==> config.mk <==
export PLATFORM = sky130hd
export DESIGN_NAME = wdg_keyed_top
export DESIGN_NICKNAME = d
export VERILOG_FILES = /design/src/rtl/wdg_pkg.sv /design/src/rtl/wdg_keygate.sv /design/src/rtl/wdg_counter.sv /design/src/rtl/wdg_stage.sv /design/src/rtl/wdg_keyed_top.sv
export SDC_FILE = /design/constraint.sdc
export NUM_CORES = 1
export LEC_CHECK = 0
export CORE_ASPECT_RATIO = 0.8
export CORE_UTILIZATION = 25
export CTS_CLUSTER_DIAMETER = 120
export DETAILED_ROUTE_END_ITERATION = 10
export DONT_BUFFER_PORTS = 1
export HOLD_SLACK_MARGIN = 0.15
export PLACE_DENSITY_LB_ADDON = 0.1
export SLEW_MARGIN = 25
export SYNTH_ARGS = -nofsm -noshare
export SYNTH_HDL_FRONTEND = slang
export SYNTH_SLANG_ARGS = --single-unit
==> constraint.sdc <==
create_clock -name clk -period 4.6 [get_ports clk]
set_clock_uncertainty 0.15 [all_clocks]
set_input_delay 0.69 -clock clk [delete_from_list [all_inputs] [get_ports clk]]
set_output_delay 0.69 -clock clk [all_outputs]
set_load 0.005 [all_outputs]
==> src/rtl/wdg_pkg.sv <==
package wdg_pkg;

    localparam int CNT_W    = 9;
    localparam int KEY_W    = 7;
    localparam int DATA_W   = 32;
    localparam int RUN_BIT  = 8;
    localparam int STAT_RUN = 16;
    localparam int STAT_NMI = 17;

    typedef struct packed {
        logic [KEY_W-1:0] key;
        logic [CNT_W-1:0] cnt;   // cnt[RUN_BIT] doubles as run/enable
    } wd_ctrl_t;

    typedef enum logic {
        STG_NORMAL = 1'b0,
        STG_NMI    = 1'b1
    } wd_stage_e;

    function automatic wd_ctrl_t unpack_ctrl(input logic [DATA_W-1:0] v);
        wd_ctrl_t c;
        c.cnt = v[CNT_W-1:0];
        c.key = v[CNT_W+KEY_W-1:CNT_W];
        return c;
    endfunction

    function automatic logic key_ok(input wd_ctrl_t stored, input wd_ctrl_t incoming);
        logic [KEY_W-1:0] want;
        want = ~stored.key;
        return (!stored.cnt[RUN_BIT]) || (incoming.key == want);
    endfunction

    function automatic logic [CNT_W-1:0] start_count(input wd_ctrl_t c);
        logic [CNT_W-1:0] full;
        full = CNT_W'(256);
        return (c.cnt == '0) ? full : c.cnt;
    endfunction

    function automatic logic [DATA_W-1:0] pack_status(input logic [CNT_W-1:0] cnt,
                                                      input logic running,
                                                      input wd_stage_e stage);
        logic [DATA_W-1:0] s;
        s = '0;
        s[CNT_W-1:0] = cnt;
        s[STAT_RUN]  = running;
        s[STAT_NMI]  = (stage == STG_NMI);
        return s;
    endfunction

endpackage

==> src/rtl/wdg_keygate.sv <==
module wdg_keygate
    import wdg_pkg::*;
(
    input  logic              clk,
    input  logic              rst,
    input  logic              ctrl_wr,
    input  logic [DATA_W-1:0] wdata,
    output logic              accept,
    output wd_ctrl_t          new_ctrl,
    output wd_ctrl_t          ctrl_q
);

    assign new_ctrl = unpack_ctrl(wdata);
    assign accept   = ctrl_wr && key_ok(ctrl_q, new_ctrl);

    always_ff @(posedge clk) begin
        if (rst) begin
            ctrl_q <= '0;
        end else if (accept) begin
            ctrl_q <= new_ctrl;
        end
    end

    assert_reject_keeps_ctrl_R3: assert property (@(posedge clk) disable iff (rst)
        (ctrl_wr && !accept) |=> $stable(ctrl_q));

    assert_disabled_takes_any_R10: assert property (@(posedge clk) disable iff (rst)
        (ctrl_wr && !ctrl_q.cnt[RUN_BIT]) |-> accept);

endmodule

==> src/rtl/wdg_counter.sv <==
module wdg_counter
    import wdg_pkg::*;
#(
    parameter int GRACE = 1
)(
    input  logic             clk,
    input  logic             rst,
    input  logic             accept,
    input  wd_ctrl_t         new_ctrl,
    input  logic             tick,
    input  wd_stage_e        stage,
    output logic [CNT_W-1:0] cnt_q,
    output logic             running_q,
    output logic             expire
);

    localparam logic [CNT_W-1:0] GRACE_CNT = CNT_W'(GRACE);

    assign expire = running_q && tick && !accept && (cnt_q <= CNT_W'(1));

    always_ff @(posedge clk) begin
        if (rst) begin
            cnt_q     <= '0;
            running_q <= 1'b0;
        end else if (accept) begin
            cnt_q     <= start_count(new_ctrl);
            running_q <= new_ctrl.cnt[RUN_BIT];
        end else if (expire) begin
            if (stage == STG_NORMAL) begin
                cnt_q <= GRACE_CNT;
            end else begin
                cnt_q     <= '0;
                running_q <= 1'b0;
            end
        end else if (running_q && tick) begin
            cnt_q <= cnt_q - CNT_W'(1);
        end
    end

    assert_tick_decrements_R6: assert property (@(posedge clk) disable iff (rst)
        (running_q && tick && !accept && cnt_q > CNT_W'(1)) |=> (cnt_q == $past(cnt_q) - CNT_W'(1)));

    assert_stopped_holds_R7: assert property (@(posedge clk) disable iff (rst)
        (!running_q && !accept) |=> ($stable(cnt_q) && !running_q));

    assert_load_nonzero_R5: assert property (@(posedge clk) disable iff (rst)
        accept |=> (cnt_q != '0));

endmodule

==> src/rtl/wdg_stage.sv <==
module wdg_stage
    import wdg_pkg::*;
(
    input  logic      clk,
    input  logic      rst,
    input  logic      accept,
    input  logic      expire,
    output wd_stage_e stage_q,
    output logic      nmi,
    output logic      rst_req
);

    always_ff @(posedge clk) begin
        if (rst) begin
            stage_q <= STG_NORMAL;
            rst_req <= 1'b0;
        end else begin
            rst_req <= expire && (stage_q == STG_NMI);
            if (accept) begin
                stage_q <= STG_NORMAL;
            end else if (expire) begin
                stage_q <= STG_NMI;
            end
        end
    end

    assign nmi = (stage_q == STG_NMI);

    assert_accept_clears_nmi_R4: assert property (@(posedge clk) disable iff (rst)
        accept |=> !nmi);

    assert_rst_single_pulse_R9: assert property (@(posedge clk) disable iff (rst)
        rst_req |=> !rst_req);

    assert_rst_in_nmi_R9: assert property (@(posedge clk) disable iff (rst)
        rst_req |-> nmi);

    assert_nmi_from_expiry_R8: assert property (@(posedge clk) disable iff (rst)
        $rose(nmi) |-> $past(expire));

endmodule

==> src/rtl/wdg_keyed_top.sv <==
module wdg_keyed_top
    import wdg_pkg::*;
#(
    parameter int          ADDR_W   = 8,
    parameter int          GRACE    = 1,
    parameter logic [7:0]  CTRL_OFS = 8'h40,
    parameter logic [7:0]  STAT_OFS = 8'h44
)(
    input  logic              clk,
    input  logic              rst,
    input  logic              bus_wr,
    input  logic [ADDR_W-1:0] bus_addr,
    input  logic [31:0]       bus_wdata,
    input  logic [ADDR_W-1:0] rd_addr,
    output logic [31:0]       rd_data,
    input  logic              tick,
    output logic              nmi,
    output logic              rst_req
);

    localparam logic [ADDR_W-1:0] CTRL_A = ADDR_W'(CTRL_OFS);
    localparam logic [ADDR_W-1:0] STAT_A = ADDR_W'(STAT_OFS);

    logic             ctrl_wr;
    logic             accept;
    wd_ctrl_t         new_ctrl;
    wd_ctrl_t         ctrl_q;
    logic [CNT_W-1:0] cnt_q;
    logic             running_q;
    logic             expire;
    wd_stage_e        stage_q;

    assign ctrl_wr = bus_wr && (bus_addr == CTRL_A);

    wdg_keygate u_gate (
        .clk      (clk),
        .rst      (rst),
        .ctrl_wr  (ctrl_wr),
        .wdata    (bus_wdata),
        .accept   (accept),
        .new_ctrl (new_ctrl),
        .ctrl_q   (ctrl_q)
    );

    wdg_counter #(.GRACE(GRACE)) u_cnt (
        .clk       (clk),
        .rst       (rst),
        .accept    (accept),
        .new_ctrl  (new_ctrl),
        .tick      (tick),
        .stage     (stage_q),
        .cnt_q     (cnt_q),
        .running_q (running_q),
        .expire    (expire)
    );

    wdg_stage u_stage (
        .clk     (clk),
        .rst     (rst),
        .accept  (accept),
        .expire  (expire),
        .stage_q (stage_q),
        .nmi     (nmi),
        .rst_req (rst_req)
    );

    always_comb begin
        rd_data = '0;
        if (rd_addr == STAT_A) begin
            rd_data = pack_status(cnt_q, running_q, stage_q);
        end
    end

    assert_reject_no_effect_R3: assert property (@(posedge clk) disable iff (rst)
        (ctrl_wr && ctrl_q.cnt[RUN_BIT] && !accept && !tick) |=> ($stable(cnt_q) && $stable(nmi)));

endmodule

==> out/results.ini, run 1 <==
[clock_tree]
cts_resized = 0
clockBufferDepth = 2
post-cts-setup-buffers = 0
clkSlewWorstSetupHoldPaths_ns = 0.08
clock_insertion_delay_worst_skew_ns = 0.26
cts_num_sinks = 20
cts_hold_buf = 0
tritoncts = built
cts-buffers-inserted = 3
cts_root_buf = clkbuf_8
htreeDepth = 1

[placement]
placed_cell_area_um2 = 1410
dp_hpwl_um = 2800
gp_congestion = 0.803
numPortBuffers = 0

[timing]
fmax_mhz = 423
tightest_slew_ns = 0.764
setup_tns_ns = 0
fin_crit_ns = 2.37
slew_headroom = 0.489
hold_violations = 0
rsz0062_at_grt = no
setup_viol = 0
report.final.slew_viol_count = 0
fin_crit_sh = 0.515

[drt]
dr.pass1.iters = 4
ant_nets = 0
routedWlPerCell_um = 14.2
drtIter0Drc = 69
routed_wirelength_um = 3580
drc = 0
post_drt_via_cell_ratio = 4.95
vias = 1247

[global_route]
grt-ovfl-total = 0
first_global_vias = 1196
grt_pass1_wl_um = 5950
grt_max_degree = 19
antenna_found_initial = 0
grt_usage = 0.126

[min_path]
hold_start = u_gate.ctrl_q[10]
hold_class = reg2reg

[die]
ioPinCount = 86
die_area_um2 = 6010
core_um2 = 5470
num_rows = 24
start_util = 0.261
die_w_um = 86.5
chipHeight_um = 69.6

[worst_setup_path]
critical_path_class = in2out
slowest_delay_ns = 0.39
cp.required_ns = 3.76
startpoint_type = input port
crit_start = rd_addr[5]
worstPathArrival_ns = 1.53
worstSetupEndpointType = output port
cp_slowest_cell = and4b_1
cp_max_fo = 11
cp_cell_sequence = nor4b_1, and4b_1, and2_1
r2r_start = u_cnt.cnt_q[1]
crit_buf_inv = 0
critPathTopFamily = simple AND/OR/NAND/NOR gates

[final_layout]
final_cell_mix = conb_1, dfxtp_1, nor3_1
final_area_um2 = 1470
n_antenna_cell = 0
multi_input_area_um2 = 897
drive_gt1_frac = 0.0690
fillers = 623
final-seq-area_um2 = 400
area_delta_synth_final_pct = 2.98
finalNetCount = 229
final_common_cell = conb_1

[status]
status = finished clean

[yosys]
synthFlopType = dfxtp_1
postSynth.asyncResetShare = 0
ys_types = 44
synth_area_leaders = dfxtp_1, buf_4, nor3_1
syn_inst = 177
synth.largest_area_cell = dfxtp_1
ys_ff_latch = 20
yosysTopAreaCellShare = 0.281
syn_area_per_cell_um2 = 8.06
yosys_warnings = 0
synth.yosys.seq_area_share = 0.281
synth_area_um2 = 1430
synth_edf_count = 0

[power]
power_density_nw_per_um2 = 219
ir_drop_uv = 76.4
p_leak_nw = 0.490

[run]
cap_viol_max_count = 0

==> registers in the layout, summed over array words and instances, names as in the netlist <==
register,flops
u_stage.rst_req,1
u_gate.ctrl_q,8
u_cnt.running_q,1
u_stage.nmi,1
u_cnt.cnt_q,9
==> worst paths after layout <==
kind | endpoint | slack (ns) | depth (start not counted)
hold / removal | u_gate.ctrl_q[10] | 0.34 | 2
setup reg to reg | u_cnt.cnt_q[5] | 2.48 | 6
hold reg to reg | u_gate.ctrl_q[10] | 0.34 | 2
setup / recovery | rd_data[16] | 2.23 | 3
==> cell usage after synthesis, types with 2 or more instances <==
cell      count
buf_4        21
dfxtp_1      20
nor3_1       15
nand3_1      12
a21oi_1      11
and2_1       11
o21ai_1      11
nor2_1        8
nand2_1       6
nand4_1       6
clkbuf_1      5
xor2_1        5
a211oi_1      3
a311oi_1      3
inv_1         3
nor4_1        3
xnor2_1       3
ha_1          2
nor2b_1       2
or3_1         2
or4_1         2
==> routing by layer <==
layer,part of all wire,global-route usage,vias up
li1,-,-,600
met1,0.46,0.167,587
met2,0.46,0.202,58
met3,0.076,0.0357,2
met4,0.0081,0.0278,0
met5,0,0,-
==> worst min-delay path: stages (launching register included) <==
cell     delay [ns]
dfxtp_1        0.32
o21ai_1        0.07
a21oi_1        0.06
==> layout make-up <==
type / instances / share of cell area
sequential: 20 / 0.273
timing repair buffer: 1 / 0.00511
clock buffer: 4 / 0.0375
tap: 78 / 0.0664
inverter: 3 / 0.00767
multi-input combinational: 146 / 0.611
==> stage by stage <==
stage	cells	util	worst slack [ns]	power, mW	hold WS (ns)
after floorplan	197	-	2.26	0.205	0.315
after global placement	248	0.259	2.20	0.191	0.324
after detailed placement	248	0.259	2.16	0.191	0.329
after CTS	252	0.269	2.20	0.328	0.330
after global routing	252	0.269	2.12	0.342	0.325
final	252	0.269	2.23	0.322	0.341
==> logic make-up after synthesis <==
group | after synthesis | synth area share
muxes | 1 | 0.00702
xor gates and xnor gates | 8 | 0.0491
and+or+nand+nor | 76 | 0.304
adders and majority gates | 2 | 0.0175
buffers and inverters | 31 | 0.143
AOI/OAI and AO/OA | 38 | 0.196
DFF | 20 | 0.281
other | 1 | 0.00263
==> report_power, final <==
group | internal, mW | switching [mW]
logic | 0.00462 | 0.00920
registers | 0.173 | 0.000334
clock network | 0.0762 | 0.0587
Note: power is estimated with default switching activity, not from simulation.
==> run 2: changes to the inputs <==
==> constraint.sdc (replaced) <==
create_clock -name clk -period 2.03 [get_ports clk]
set_clock_uncertainty 0.15 [all_clocks]
set_input_delay 0.3045 -clock clk [delete_from_list [all_inputs] [get_ports clk]]
set_output_delay 0.3045 -clock clk [all_outputs]
set_load 0.005 [all_outputs]
==> run 2 against run 1 <==
Net effect: count of clock-buffer cells in the layout down 1; power increased by 120%; routed wire length up 10%; global-route usage rose by 0.54 points; critical endpoint is now u_cnt.cnt_q[5]; largest cell class unchanged.
==> out/results.ini, run 2 (synthesized netlist as in run 1, its figures left out) <==
[status]
status = finished clean

[worst_setup_path]
reg2reg_depth = 6  ; unchanged
startpoint_type = register
slowest_delay_ns = 0.55  ; +0.16 ns
rr_endpoint = u_cnt.cnt_q[5]
cp_cell_sequence = inv_1, ha_1, o21ba_4, nor3_2, or4_1, a311oi_2
cp.required_ns = 2.04  ; -1.72 ns
cp_slowest_cell = or4_1
crit_buf_inv = 1  ; +1
crit_start = u_cnt.cnt_q[1]
cp-endpoint = u_cnt.cnt_q[5]
critPathTopFamily = simple AND/OR/NAND/NOR gates
worstPathArrival_ns = 1.97  ; +0.44 ns
critical_path_class = reg2reg
reg2reg_slack_ns = 0.07  ; -2.41 ns
worstSetupEndpointType = register
r2r_start = u_cnt.cnt_q[1]
cp_max_fo = 4  ; -7
path_depth = 6  ; +3

[min_path]
hold_start = bus_wdata[4]
hold_class = in2reg

[global_route]
first_global_vias = 1325  ; +11%
antenna_found_initial = 0  ; unchanged
grt-ovfl-total = 0  ; unchanged
grt_max_degree = 19  ; unchanged
grt_usage = 0.131  ; +0.00536
grt_pass1_wl_um = 6220  ; +4.6%

[clock_tree]
post-cts-setup-buffers = 0  ; unchanged
clockBufferDepth = 2  ; unchanged
cts_root_buf = clkbuf_8
tritoncts = built
htreeDepth = 1  ; unchanged
cts-buffers-inserted = 3  ; unchanged
clkSlewWorstSetupHoldPaths_ns = 0.07  ; about the same
clock_insertion_delay_worst_skew_ns = 0.25  ; about the same
cts_num_sinks = 20  ; unchanged

[drt]
routedWlPerCell_um = 14.6  ; +2.9%
drc = 0  ; unchanged
ant_nets = 0  ; unchanged
dr.pass1.iters = 4  ; unchanged
wl_met2_um = 1900  ; +15%
wl_met1_um = 1730  ; +5.8%
post_drt_via_cell_ratio = 4.97  ; +0.37%
vias = 1341  ; +7.5%
routed.top_layer = met4
wl_met3_um = 288  ; +5.5%
routed_wirelength_um = 3950  ; +10%
drtIter0Drc = 45  ; -35%

[power]
p_leak_nw = 0.568  ; +16%
p_sw_mw = 0.161  ; +140%
pwr-share-comb = 0.084  ; +0.041
ir_drop_uv = 195  ; +160%
swShare = 0.226  ; +0.0143
power_density_nw_per_um2 = 436  ; +99%
seq_power_share = 0.551  ; +0.012
clkPwrFrac = 0.365  ; -0.054
p_int_mw = 0.552  ; +120%
power.total_mw = 0.714  ; +120%

[die]
die_area_um2 = 6010  ; unchanged
chipHeight_um = 69.6  ; unchanged
start_util = 0.261  ; unchanged
core_um2 = 5470  ; unchanged
die_w_um = 86.5  ; unchanged
num_rows = 24  ; unchanged
ioPinCount = 86  ; unchanged

[final_layout]
n_antenna_cell = 0  ; unchanged
finalNetCount = 248  ; +8.3%
largest_reg_flops = 9  ; unchanged
drive_gt1_frac = 0.0938  ; +0.0248
regMostFlops = u_cnt.cnt_q
top_regs = u_cnt.cnt_q: 9 flops, u_gate.ctrl_q: 8 flops
area_delta_synth_final_pct = 14.7
final_cell_mix = conb_1, dfxtp_1, nor3_1
final_util = 0.299  ; +0.0307
final_common_cell = conb_1

[timing]
report.final.slew_viol_count = 0  ; unchanged
fmax_mhz = 510
tightest_slew_ns = 0.808  ; +0.0440 ns
setup_viol = 0  ; unchanged
slew_headroom = 0.459  ; -0.0296
hold_violations = 0  ; unchanged
fin_crit_ns = 1.96
fin_crit_sh = 0.965

[placement]
numPortBuffers = 0  ; unchanged
gp_congestion = 0.799  ; -0.41%
dp_hpwl_um = 2890  ; +3.0%

[run]
cap_viol_max_count = 0  ; unchanged

==> run 2: changes by cell type in the layout (fill, tap and decap cells not counted), sizes merged <==
cell and change:
dlygate4sd3 +13, clkbuf -1, buf +6
==> run 2: worst register-to-register path, stage by stage (launching register included) <==
cell and delay (ns):
dfxtp_1 0.34, inv_1 0.06, ha_1 0.21, o21ba_4 0.25, nor3_2 0.05, or4_1 0.55, a311oi_2 0.27
==> run 2: what timing repair did <==
action | in CTS | in global routing
resized for setup | 0 | 1
setup endpoints to repair | 0 | 1
endpoints found under the hold margin | 20 | 0
hold buffers | 13 | 0
==> run 2: area by class of cell <==
| class | instances | area [µm²] |
|---|---|---|
| inverters | 3 | 11.3 |
| repair buffers | 20 | 183 |
| flip-flops and latches | 20 | 400 |
| multi-input cells | 146 | 903 |
| clock buffers | 3 | 41.3 |
| fillers | 594 | 3830 |
| well taps | 78 | 97.6 |
==> run 2: power groups by stage <==
stage | Clock, mW | Combinational [mW] | Sequential, mW
final | 0.260 | 0.0601 | 0.393
after global routing | 0.291 | 0.0661 | 0.393
after CTS | 0.275 | 0.0589 | 0.393
after detailed placement | 0 | 0.0314 | 0.402
after global placement | 0 | 0.0311 | 0.402
after floorplan | 0 | 0.0613 | 0.402
==> run 2: routing by layer <==
layer,GRT usage,vias up
met3,0.0393,4
li1,-,645
met1,0.159,632
met4,0.0352,0
met5,0,-
met2,0.225,60
==> run 2: how the worst min path moves through the flow <==
stage | end | slack [ns] | cells past startpoint
floorplan | u_cnt.cnt_q[0] | 0.30 | 2
global placement | u_cnt.cnt_q[2] | 0.23 | 1
detailed placement | u_cnt.cnt_q[2] | 0.23 | 1
CTS | u_cnt.cnt_q[4] | 0.16 | 2
global route | u_cnt.cnt_q[4] | 0.18 | 2
finish | u_cnt.cnt_q[4] | 0.16 | 2
==> run 2: metrics by stage <==
stage / cell area (µm²) / instances / worst slack (ns) / TNS [ns] / hold slack, ns
finish: 1640 / 270 / 0.0706 / 0 / 0.158
global placement: 1460 / 254 / 0.135 / 0 / 0.228
CTS: 1630 / 270 / 0.115 / 0 / 0.158
global route: 1640 / 270 / -0.0132 / -0.0132 / 0.183
floorplan: 1500 / 197 / 0.137 / 0 / 0.299
detailed placement: 1460 / 254 / 0.162 / 0 / 0.229
==> run 3: changes to the inputs <==
--- a/config.mk
+++ b/config.mk
@@ -5,6 +5,8 @@
 export SDC_FILE = /design/constraint.sdc
 export NUM_CORES = 1
 export LEC_CHECK = 0
+export CELL_PAD_IN_SITES_DETAIL_PLACEMENT = 0
+export CELL_PAD_IN_SITES_GLOBAL_PLACEMENT = 1
 export CORE_ASPECT_RATIO = 0.8
 export CORE_UTILIZATION = 25
 export CTS_CLUSTER_DIAMETER = 120
==> run 3 against run 2 <==
Net effect: die area unchanged; core utilization is essentially flat; power increased by 0.40%; largest cell class unchanged.
==> out/results.ini, run 3 (synthesized netlist as in run 1, its figures left out) <==
[drt]
vias = 1329  ; -0.89%
routedWlPerCell_um = 14.4  ; -1.8%
drc = 0  ; unchanged
dr.pass1.iters = 4  ; unchanged
ant_nets = 0  ; unchanged
routed_wirelength_um = 3890  ; -1.4%
drtIter0Drc = 74  ; +64%
post_drt_via_cell_ratio = 4.90  ; -1.3%

[global_route]
grt_max_degree = 19  ; unchanged
grt_pass1_wl_um = 6440  ; +3.6%
first_global_vias = 1286  ; -2.9%
antenna_found_initial = 0  ; unchanged
grt_usage = 0.136  ; +0.00517
grt-ovfl-total = 0  ; unchanged

[placement]
dp_hpwl_um = 2920  ; +1.2%
numPortBuffers = 0  ; unchanged
gp_congestion = 0.741  ; -7.3%

[final_layout]
n_antenna_cell = 0  ; unchanged
final_common_cell = conb_1
largest_reg_flops = 9  ; unchanged
final_cell_mix = conb_1, dfxtp_1, nor3_1
area_delta_synth_final_pct = 14.8  ; about the same
top_regs = u_cnt.cnt_q: 9 flops, u_gate.ctrl_q: 8 flops
fillers = 615  ; +3.5%
finalNetCount = 249  ; +0.40%
drive_gt1_frac = 0.0933  ; -0.000486
regMostFlops = u_cnt.cnt_q

[clock_tree]
tritoncts = built
cts_root_buf = clkbuf_8
cts-buffers-inserted = 3  ; unchanged
post-cts-setup-buffers = 0  ; unchanged
cts_resized = 0  ; unchanged
clockBufferDepth = 2  ; unchanged
htreeDepth = 1  ; unchanged
clkSlewWorstSetupHoldPaths_ns = 0.07  ; about the same
clock_insertion_delay_worst_skew_ns = 0.26  ; about the same
cts_num_sinks = 20  ; unchanged

[worst_setup_path]
worstSetupEndpointType = register
startpoint_type = register
cp.required_ns = 1.99  ; -0.05 ns
cp_max_fo = 16  ; +12
critical_path_class = reg2reg
worstPathArrival_ns = 1.87  ; -0.10 ns

[timing]
setup_viol = 0  ; unchanged
fin_crit_sh = 0.942  ; -0.0229
setup_tns_ns = 0  ; unchanged
slew_headroom = 0.478  ; +0.0188
hold_violations = 0  ; unchanged
tightest_slew_ns = 0.780  ; -0.0280 ns
fmax_mhz = 523  ; +2.4%
rsz0062_at_grt = no
fin_crit_ns = 1.91  ; -0.0465 ns
report.final.slew_viol_count = 0  ; unchanged

[power]
p_leak_nw = 0.573  ; +0.74%
pwr-share-comb = 0.084  ; about the same
clkPwrFrac = 0.367  ; +0.002
ir_drop_uv = 196  ; +0.39%
power.total_mw = 0.716  ; +0.40%
p_sw_mw = 0.164  ; +1.7%
power_density_nw_per_um2 = 437  ; +0.32%
p_int_mw = 0.552  ; about the same
swShare = 0.229  ; +0.00287
seq_power_share = 0.549  ; -0.002

[die]
num_rows = 24  ; unchanged
core_um2 = 5470  ; unchanged
die_area_um2 = 6010  ; unchanged
ioPinCount = 86  ; unchanged
start_util = 0.261  ; unchanged
chipHeight_um = 69.6  ; unchanged
die_w_um = 86.5  ; unchanged

[run]
cap_viol_max_count = 0  ; unchanged

[min_path]
hold_class = in2reg

[status]
status = finished clean

-- run 3: cell types whose count changed in the layout (fill, tap and decap cells not counted), sizes merged --
cell  delta
buf      +1
-- run 3: metrics by stage --
| step | instances | util | hold slack, ns | setup WS [ns] | area (µm²) |
|---|---|---|---|---|---|
| after floorplan | 197 | - | 0.299 | 0.137 | 1500 |
| after global placement | 255 | 0.268 | 0.228 | 0.153 | 1470 |
| after detailed placement | 255 | 0.268 | 0.230 | 0.152 | 1470 |
| after CTS | 271 | 0.300 | 0.153 | 0.115 | 1640 |
| after global routing | 271 | 0.300 | 0.198 | 0.0201 | 1640 |
| final | 271 | 0.300 | 0.161 | 0.117 | 1640 |
-- run 3: layout make-up --
cell class | count | area, µm² | area share
inverters | 3 | 11.3 | 0.00688
repair buffers | 21 | 190 | 0.116
clock buffers | 3 | 41.3 | 0.0252
well taps | 78 | 97.6 | 0.0596
flip-flops and latches | 20 | 400 | 0.244
multi-input cells | 146 | 897 | 0.548
-- run 3: path summary, 6_finish.rpt --
kind / startpoint / to / slack [ns] / cells past startpoint
setup reg to reg: u_gate.ctrl_q[10] / u_cnt.cnt_q[8] / 0.12 / 5
hold / removal: bus_wdata[4] / u_cnt.cnt_q[4] / 0.16 / 2
setup / recovery: u_gate.ctrl_q[10] / u_cnt.cnt_q[8] / 0.12 / 5
hold reg to reg: u_gate.ctrl_q[15] / u_gate.ctrl_q[15] / 0.34 / 2
-- run 3: worst max-delay path: stages, from the launching register on --
cell       delay, ns
dfxtp_1         0.35
xor2_1          0.15
nand4_1         0.19
o41a_4          0.50
a2111oi_2       0.33
a211oi_1        0.09
-- run 3: power groups by stage --
stage | Clock, mW | Sequential (mW) | Combinational, mW
CTS | 0.277 | 0.393 | 0.0594
floorplan | 0 | 0.402 | 0.0613
finish | 0.263 | 0.393 | 0.0603
global placement | 0 | 0.402 | 0.0313
detailed placement | 0 | 0.402 | 0.0316
global route | 0.295 | 0.393 | 0.0673
-- run 3: repair_timing --
action | CTS | global route
setup endpoints to repair | 0 | 0
endpoints found under the hold margin | 20 | 0
hold buffers | 13 | 0
-- run 3: per-layer routing --
layer,global-route usage,share of wire
met1,0.181,0.46
met2,0.222,0.48
met3,0.0393,0.055
met4,0.0222,0.0067
met5,0,0
